## src/rtl/cla_pkg.sv

```systemverilog
package cla_pkg;
  localparam int unsigned DEF_GROUP_W = 4;
  localparam int unsigned DEF_GROUPS  = 4;

  typedef struct packed {
    logic gen;
    logic prop;
  } gp_pair_t;
endpackage

```

## src/rtl/cla_lookahead.sv

```systemverilog
module cla_lookahead #(
  parameter int unsigned N = 4
) (
  input  logic [N-1:0] gen_i,
  input  logic [N-1:0] prop_i,
  input  logic         cin,
  output logic [N:0]   carry,
  output cla_pkg::gp_pair_t grp
);
  // Each carry is a flat OR of product terms; no term uses another carry.
  always_comb begin
    logic acc;
    logic prod;
    carry[0] = cin;
    for (int i = 0; i < N; i++) begin
      acc = 1'b0;
      for (int j = 0; j <= i; j++) begin
        prod = gen_i[j];
        for (int k = j + 1; k <= i; k++) prod = prod & prop_i[k];
        acc = acc | prod;
      end
      prod = cin;
      for (int k = 0; k <= i; k++) prod = prod & prop_i[k];
      carry[i+1] = acc | prod;
    end
  end

  always_comb begin
    logic acc;
    logic prod;
    acc = 1'b0;
    for (int j = 0; j < N; j++) begin
      prod = gen_i[j];
      for (int k = j + 1; k < N; k++) prod = prod & prop_i[k];
      acc = acc | prod;
    end
    grp.gen = acc;
    prod = 1'b1;
    for (int k = 0; k < N; k++) prod = prod & prop_i[k];
    grp.prop = prod;
  end

  always_comb begin

    lookahead_grp_chk: assert (carry[N] == (grp.gen | (grp.prop & cin)))
      else $error("group terms disagree with top carry");
  end
endmodule

```

## src/rtl/cla_group.sv

```systemverilog
module cla_group #(
  parameter int unsigned W = 4
) (
  input  logic [W-1:0] a,
  input  logic [W-1:0] b,
  input  logic         cin,
  output logic [W-1:0] sum,
  output cla_pkg::gp_pair_t grp
);
  logic [W-1:0] g_bit, p_bit;
  logic [W:0]   c_bit;

  assign g_bit = a & b;
  assign p_bit = a ^ b;

  cla_lookahead #(.N(W)) u_la (
    .gen_i (g_bit),
    .prop_i(p_bit),
    .cin   (cin),
    .carry (c_bit),
    .grp   (grp)
  );

  assign sum = p_bit ^ c_bit[W-1:0];

  always_comb begin

    group_sum_chk: assert ({c_bit[W], sum} == ({1'b0, a} + {1'b0, b} + {{W{1'b0}}, cin}))
      else $error("group sum mismatch");
  end
endmodule

```

## src/rtl/cla_addsub16.sv

```systemverilog
module cla_addsub16 #(
  parameter int unsigned GROUP_W = cla_pkg::DEF_GROUP_W,
  parameter int unsigned GROUPS  = cla_pkg::DEF_GROUPS
) (
  input  logic [GROUP_W*GROUPS-1:0] op_a,
  input  logic [GROUP_W*GROUPS-1:0] op_b,
  input  logic                      carry_in,
  input  logic                      subtract,
  output logic [GROUP_W*GROUPS-1:0] result,
  output logic                      carry_out,
  output logic                      overflow
);
  localparam int unsigned DW  = GROUP_W * GROUPS;
  localparam int unsigned MSB = DW - 1;

  logic [DW-1:0]     b_eff;
  logic              cin_eff;
  logic [GROUPS-1:0] grp_g, grp_p;
  logic [GROUPS:0]   grp_c;
  cla_pkg::gp_pair_t top_gp;

  assign b_eff   = subtract ? ~op_b : op_b;
  assign cin_eff = subtract | carry_in;

  for (genvar gi = 0; gi < GROUPS; gi++) begin : g_grp
    cla_pkg::gp_pair_t gp_one;
    cla_group #(.W(GROUP_W)) u_grp (
      .a  (op_a[gi*GROUP_W +: GROUP_W]),
      .b  (b_eff[gi*GROUP_W +: GROUP_W]),
      .cin(grp_c[gi]),
      .sum(result[gi*GROUP_W +: GROUP_W]),
      .grp(gp_one)
    );
    assign grp_g[gi] = gp_one.gen;
    assign grp_p[gi] = gp_one.prop;
  end

  cla_lookahead #(.N(GROUPS)) u_top (
    .gen_i (grp_g),
    .prop_i(grp_p),
    .cin   (cin_eff),
    .carry (grp_c),
    .grp   (top_gp)
  );

  assign carry_out = grp_c[GROUPS];
  assign overflow  = (op_a[MSB] == b_eff[MSB]) & (result[MSB] != op_a[MSB]);

  always_comb begin

    word_sum_chk: assert ({carry_out, result} ==
                          ({1'b0, op_a} + {1'b0, b_eff} + {{DW{1'b0}}, cin_eff}))
      else $error("word sum mismatch");

    no_borrow_chk: assert (!subtract || (carry_out == (op_a >= op_b)))
      else $error("borrow flag wrong");

    ovf_sign_chk: assert (!overflow || (op_a[MSB] == (subtract ? !op_b[MSB] : op_b[MSB])))
      else $error("overflow with unlike signs");

    top_gp_chk: assert (carry_out == (top_gp.gen | (top_gp.prop & cin_eff)))
      else $error("top group terms mismatch");
  end
endmodule

```

## config.mk

```make
export PLATFORM = sky130hd
export DESIGN_NAME = cla_addsub16
export DESIGN_NICKNAME = d
export VERILOG_FILES = /design/src/rtl/cla_pkg.sv /design/src/rtl/cla_lookahead.sv /design/src/rtl/cla_group.sv /design/src/rtl/cla_addsub16.sv
export SDC_FILE = /design/constraint.sdc
export NUM_CORES = 1
export LEC_CHECK = 0
export CORE_ASPECT_RATIO = 0.8
export CORE_MARGIN = 5
export CORE_UTILIZATION = 37
export DETAILED_ROUTE_END_ITERATION = 10
export PLACE_DENSITY_LB_ADDON = 0.08
export RECOVER_POWER = 25
export SLEW_MARGIN = 20
export SYNTH_ARGS = -nofsm -noshare
export SYNTH_HDL_FRONTEND = slang
export SYNTH_SLANG_ARGS = --single-unit
```

## constraint.sdc

```tcl
create_clock -name vclk -period 2.7
set_input_delay 0.27 -clock vclk [all_inputs]
set_output_delay 0.27 -clock vclk [all_outputs]
set_load 0.05 [all_outputs]
```

==> metrics, run 1 <==
cell taking the most area after synthesis ha_1; part of the Yosys area used for sequential elements 0; outcome stopped before the end; Yosys cell types 25; largest net degree at the start of global routing 8; num rows 16; Die W 65.9 um; placed insts 233; # IOs between 50 and 60; synthesized area per cell ~7.9 sq um; grt repair worst endpoint overflow; Error [ERROR DPL-0038] Utilization greater than 100%, impossible to legalize; mapped cell area slightly above 900 sq um; RePlAce Congestion 0.829; Post-CTS Hold Buffers 0; Exit stage 5_1_grt; Final HPWL DP 2530 um; Synth Area in XOR/XNOR 0.236; die height 54.7 um; post-synthesis compound-gate area fraction 0.155; IO Port Bufs 52; most frequent cell after synthesis ha_1; Starting Density 0.382; main combinational cell family by area after synthesis adder cells; placed instance area 1980 sq um; ranking of synthesized cells by area ha_1, xor2_1, fa_1; mux contribution to synthesized area 0; Commonest cells post-synth ha_1, xor2_1, inv_1; worst_ep kind top-level output; syn nets 175; synthesis warning total 0; cell count after synthesis between 100 and 150; Simple-Gate Fraction of Synth Area 0.173; post-synthesis adder-cell area fraction 0.357; share of the synthesized area in the top cell type 0.270
[cells by family after synthesis]
group,Yosys count
compound gates,21
xor+xnor,25
buf+inv,17
simple gates,30
fa+ha+maj,24
[through the flow]
step           TNS, ns  setup WS (ns)   util
4_1_cts          -1.23         -0.347  0.909
3_5_place_dp     -6.87         -0.794  0.818
2_1_floorplan    -1.24         -0.348      -
3_3_place_gp     -6.17         -0.692  0.818
[timing repair]
item | CTS
cloned | 1
setup endpoints to repair | 15
pin swaps | 41
gates resized for setup | 60
buffers inserted | 10
==> run 2, diff against run 1 <==
--- a/config.mk
+++ b/config.mk
@@ -5,11 +5,10 @@
 export SDC_FILE = /design/constraint.sdc
 export NUM_CORES = 1
 export LEC_CHECK = 0
-export CORE_ASPECT_RATIO = 0.8
-export CORE_MARGIN = 5
-export CORE_UTILIZATION = 37
+export CORE_AREA = 5 5 66 68
 export DETAILED_ROUTE_END_ITERATION = 10
-export PLACE_DENSITY_LB_ADDON = 0.08
+export DIE_AREA = 0 0 71 73
+export PLACE_DENSITY_LB_ADDON = 0.15
 export RECOVER_POWER = 25
 export SLEW_MARGIN = 20
 export SYNTH_ARGS = -nofsm -noshare
==> constraint.sdc (replaced) <==
create_clock -name vclk -period 3.5
set_input_delay 0.35 -clock vclk [all_inputs]
set_output_delay 0.35 -clock vclk [all_outputs]
set_load 0.05 [all_outputs]
==> metrics, run 2 <==
grt peak-use layer met2; DIE AREA 5180 sq um; # setup viols final 0; commonest non-fill, non-tap cells in the layout clkdlybuf4s50_1, buf_4, ha_1, xor2_1; setup slack after layout about 0.14 ns; number of sequential cells 0; All-Layer GR Usage 0.101; first-pass detailed-route iteration total 4; Sw Pwr 405 uW; Crit. End Element primary output; Final HPWL DP 2350 um (was 2530 um); Startpoint Class input pin; area delta synth->final 99.6%; initial antenna violation count 0; commonest non-fill, non-tap cell in the layout clkdlybuf4s50_1; detailed-route via count between 1k and 1.5k; layout cell share with drive strength beyond 1 0.270; Hold Crit Start op_b[4]; syn nets 175 (unchanged); ranking of synthesized cells by area ha_1, xor2_1, fa_1 (unchanged); cell taking the most area after synthesis ha_1 (unchanged); placed insts 233 (unchanged); part of the Yosys area used for sequential elements 0 (unchanged); Seq. cell area 0 sq um; Pint 357 uW; met2 GRT Util 0.202; Sw Ratio 0.532; synthesized area per cell 7.91 sq um (unchanged); largest net degree at the start of global routing 8; outcome completed (was stopped before the end); worst hold path depth 6; met1 Resource Use GR 0.127; Hold Crit Class input pin to primary output; Leak Pwr approximately 0.89 nW; max cap viols 0; drt total wl 2740 um; # diodes 0; headroom to the max-slew limit 0.582; combinational power share 1.000; CP cell instances clkdlybuf4s50_1, xor2_1, ha_1, nand2_2, nor3_4, a211oi_2, and3_4, inv_1, ha_2, o21a_1, o21a_1, nor2_4, xor2_1, nor2_2, buf_12; IO Port Bufs 52 (unchanged); GR Overflow Total 0; num rows 23 (was 16); cell count after synthesis 117 (unchanged); share of the synthesized area in the top cell type 0.270 (unchanged); Final Hold Viols 0; sequential share of power 0; RePlAce Congestion 0.742 (was 0.829); core area ~3800 sq um; # IOs 52 (unchanged); crit share post-route 0.960; final-report max-slew violation count 0; met3 Use GR 0.00551; vias in the first global route 1078; fillers between 400 and 500; Layout clock buffers 0; WP data required 3.15 ns; first-pass GRT wire length ~4500 um; Commonest cells post-synth ha_1, xor2_1, inv_1 (unchanged); WS Path Type input pin to primary output; Clk network pwr share 0; Power Dens Cells between 400 and 500 nW/um^2; CP Max Fanout 2; Yosys cell types 25 (unchanged); Tmin final between 3 and 4 ns; Residual DRC 0; most frequent cell after synthesis ha_1 (unchanged); worst endpoint data arrival time 3.01 ns; Die W 71 um (was 65.9 um); Hold EP result[4]; DR iter-0 viols 9; critical path's largest stage delay 0.47 ns; synthesis warning total 0 (unchanged); nets 249; Max Freq 298 MHz; Vias/cell roughly 4.3; mapped cell area 926 sq um (unchanged); DR WL/cell 11.4 um; die height 73 um (was 54.7 um); Worst VDD drop 211 uV; post-route insts no fill about 240; Slew @ Worst Pin 0.630 ns; pre-CTS setup slack -0.194 ns (was -0.794 ns); Starting Density 0.244 (was 0.382); Final ANT Viol Nets 0; slowest CP cell clkdlybuf4s50_1
run 2: cell counts after synthesis:
Identical to the previous run, type by type.
run 2: final cells by class:
class	count	area (sq um)	area share
multi-input combinational	100	886	0.479
timing repair buffer	74	843	0.456
tap	50	62.6	0.0339
inverter	15	56.3	0.0305
run 2: per-stage QoR:
stage / cell area [sq um] / TNS, ns / utilization / total power [mW] / hold WS, ns
final: 1850 / 0 / 0.486 / 0.762 / 1.37
after global routing: 1850 / -0.0171 / 0.486 / 0.811 / 1.45
after detailed placement: 1810 / -0.425 / 0.476 / 0.791 / 1.55
after CTS: 1840 / 0 / 0.485 / 0.800 / 1.53
after floorplan: 928 / 0 / - / 0.401 / 0.979
after global placement: 1810 / -0.183 / 0.476 / 0.784 / 1.54
run 2: what timing repair did:
action | in CTS | in global routing
pin swaps | 4 | 25
hold buffers | 0 | 0
endpoints found under the setup margin | 3 | 3
resized for setup | 2 | 15
cloned | 1 | 0
hold endpoints to repair | 0 | 0
setup buffers | 0 | 5
run 2: worst max-delay path by stage:
stage                     endpoint  slack [ns]      from  depth (start not counted)
after detailed placement  overflow       -0.19  subtract                         16
after CTS                 overflow       0.003  subtract                         16
final                     overflow        0.14   op_b[0]                         15
after global routing      overflow       -0.02   op_b[7]                         16
after floorplan           overflow        0.08  subtract                         15
after global placement    overflow       -0.10  subtract                         16
run 2: per-layer routing:
metal | vias to the layer above | share of wire
li1 | 537 | -
met1 | 453 | 0.42
met2 | 29 | 0.54
met3 | 0 | 0.041
met4 | 0 | 0
met5 | - | 0
run 2: kinds of logic (layout without fill, tap and decap cells):
logic type / count (synthesis) / after routing / synth area share
AO/OA/AOI/OAI: 21 / 21 / 0.155
buffers and inverters: 17 / 89 / 0.0784
AND/OR/NAND/NOR: 30 / 30 / 0.173
adder cells (fa/ha/maj): 24 / 24 / 0.357
XOR/XNOR: 25 / 25 / 0.236
run 2: power by group through the flow:
stage	Sequential (mW)	Clock [mW]	Combinational (mW)
after floorplan	0	0	0.401
after global placement	0	0	0.784
after detailed placement	0	0	0.791
after CTS	0	0	0.800
after global routing	0	0	0.811
final	0	0	0.762
run 2: worst max-delay path, delay by kind of cell:
kind	cells	cell delay, ns
AO/OA/AOI/OAI	3	0.64
XOR/XNOR	2	0.28
adder cells (fa/ha/maj)	2	0.45
buffers and inverters	3	0.66
AND/OR/NAND/NOR	5	0.63
Power figures use the tool's default switching activity.
==> run 3, diff against run 2 <==
==> constraint.sdc (replaced) <==
create_clock -name vclk -period 3.5
set_input_delay 0.7 -clock vclk [all_inputs]
set_output_delay 0.7 -clock vclk [all_outputs]
set_load 0.05 [all_outputs]
==> metrics, run 3 (synthesis gave the netlist of run 2 again) <==
Startpoint Class input pin (unchanged); CP Max Fanout 7 (was 2); Residual DRC 0 (unchanged); DR WL/cell 12.2 um (was 11.4 um); worst endpoint data arrival time 3.22 ns (was 3.01 ns); final-report max-slew violation count 0 (unchanged); All-Layer GR Usage 0.122 (was 0.101); Final Instance Area 2410 sq um (was 1850 sq um); RSZ-0062 raised after global routing true; pre-CTS setup slack -0.881 ns (was -0.194 ns); Tmin final 3.92 ns (was 3.36 ns); Max Freq 255 MHz (was 298 MHz); Leak Pwr 1.10 nW (was 0.891 nW); Hold Crit Class input pin to primary output (unchanged); first-pass GRT wire length 5250 um (was 4530 um); initial antenna violation count 0 (unchanged); failing checks setup timing; IO Port Bufs 52 (unchanged); crit share post-route 1.12 (was 0.960); GR Overflow Total 0 (unchanged); placed instance area 2000 sq um (was 1810 sq um); Fin Hold WS 2.07 ns (was 1.37 ns); Vias/cell 4.36 (was 4.26); Final ANT Viol Nets 0 (unchanged); post-layout util 0.633 (was 0.486); # diodes 0 (unchanged); detailed-route via count 1129 (was 1019); area delta synth->final 160% (was 99.6%); layout cell share with drive strength beyond 1 0.574 (was 0.270); drt total wl 3160 um (was 2740 um); Die W 71 um (unchanged); max cap viols 0 (unchanged); WS Path Type input pin to primary output (unchanged); # setup viols final 8 (was 0); headroom to the max-slew limit 0.822 (was 0.582); core area 3800 sq um (unchanged); largest net degree at the start of global routing 8 (unchanged); die height 73 um (unchanged); commonest non-fill, non-tap cells in the layout buf_4, buf_12, dlygate4sd2_1, clkdlybuf4s50_1 (was clkdlybuf4s50_1, buf_4, ha_1, xor2_1); Crit. End Element primary output (unchanged); DR iter-0 viols 25 (was 9); Power Dens Cells 403 nW/um^2 (was 412 nW/um^2); first-pass detailed-route iteration total 4 (unchanged); outcome finished with violations (was completed); nets 269 (was 249); vias in the first global route 1197 (was 1078); RePlAce Congestion 0.774 (was 0.742); DIE AREA 5180 sq um (unchanged); Slew @ Worst Pin 0.267 ns (was 0.630 ns); Worst VDD drop 197 uV (was 211 uV); worst hold path depth 5 (was 6); # IOs 52 (unchanged); WP data required 2.80 ns (was 3.15 ns); num rows 23 (unchanged); Starting Density 0.244 (unchanged); Final Hold Viols 0 (unchanged); setup slack after layout -0.422 ns (was 0.141 ns); Seq. cell area 0 sq um (unchanged); commonest non-fill, non-tap cell in the layout buf_4 (was clkdlybuf4s50_1); Hold Crit Start op_a[2] (was op_b[4]); Final HPWL DP 2450 um (was 2350 um); Layout clock buffers 0 (unchanged); number of sequential cells 0 (unchanged); Hold EP result[3] (was result[4])
run 3: cell count changes in the layout (fill, tap and decap cells not counted), sizes merged:
cell	previous run	this run
clkbuf	5	3
dlymetal6s2s	4	3
dlygate4sd2	0	13
clkdlybuf4s15	0	2
bufbuf	1	0
clkdlybuf4s50	29	12
buf	35	61
run 3: worst max path at each step:
stage / startpoint / end / slack, ns
6_report: subtract / overflow / -0.42
5_1_grt: subtract / overflow / -0.57
4_1_cts: subtract / overflow / -0.39
3_5_place_dp: subtract / overflow / -0.88
3_3_place_gp: subtract / overflow / -0.79
2_1_floorplan: subtract / overflow / -0.41
run 3: what timing repair did:
action / 4_1_cts / 5_1_grt
hold buffers: 0 / 0
cloned: 1 / 0
pin swaps: 45 / 21
endpoints found under the setup margin: 15 / 13
setup buffers: 10 / 3
gates resized for setup: 58 / 32
run 3: stage by stage:
| stage | setup TNS (ns) | cells | power, mW |
|---|---|---|---|
| 2_1_floorplan | -1.62 | 117 | 0.446 |
| 3_3_place_gp | -7.28 | 247 | 0.853 |
| 3_5_place_dp | -7.74 | 247 | 0.859 |
| 4_1_cts | -1.86 | 257 | 0.927 |
| 5_1_grt | -3.13 | 259 | 1.02 |
| 6_report | -1.91 | 259 | 0.969 |
run 3: layout make-up:
class                           instances  area [sq um]
Fill cell                             336          1390
Multi-Input combinational cell        100          1240
Timing Repair Buffer                   94          1050
Tap cell                               50          62.6
Inverter                               15          58.8
run 3: power by group:
part / leakage [nW] / internal (mW) / switching, mW
registers: 0 / 0 / 0
clock network: 0 / 0 / 0
logic: 1.10 / 0.494 / 0.474
total: 1.10 / 0.494 / 0.474
run 3: routing by layer:
| layer | part of all wire | wire (um) | up-vias | track usage |
|---|---|---|---|---|
| li1 | - | - | 568 | - |
| met1 | 0.37 | 1160 | 536 | 0.131 |
| met2 | 0.60 | 1880 | 25 | 0.264 |
| met3 | 0.036 | 114 | 0 | 0.0124 |
| met4 | 0 | 0 | 0 | 0 |
| met5 | 0 | 0 | - | 0 |
run 3: critical path: stages:
cell and delay (ns):
buf_8 0.11, buf_12 0.14, xor2_2 0.14, ha_1 0.33, buf_6 0.13, nand4_1 0.09
nor2_2 0.07, a211oi_2 0.17, and3_4 0.21, inv_2 0.04, ha_4 0.14, o21a_1 0.17
o21a_1 0.23, nor2_4 0.17, xor2_2 0.18, nor2_4 0.05, buf_12 0.15
==> run 4, diff against run 3 <==
--- a/config.mk
+++ b/config.mk
@@ -5,6 +5,7 @@
 export SDC_FILE = /design/constraint.sdc
 export NUM_CORES = 1
 export LEC_CHECK = 0
+export ABC_CLOCK_PERIOD_IN_PS = 3500
 export CORE_AREA = 5 5 66 68
 export DETAILED_ROUTE_END_ITERATION = 10
 export DIE_AREA = 0 0 71 73
==> results of run 4 <==
No change in the layout: final DEF, timing and power equal those of run 3.
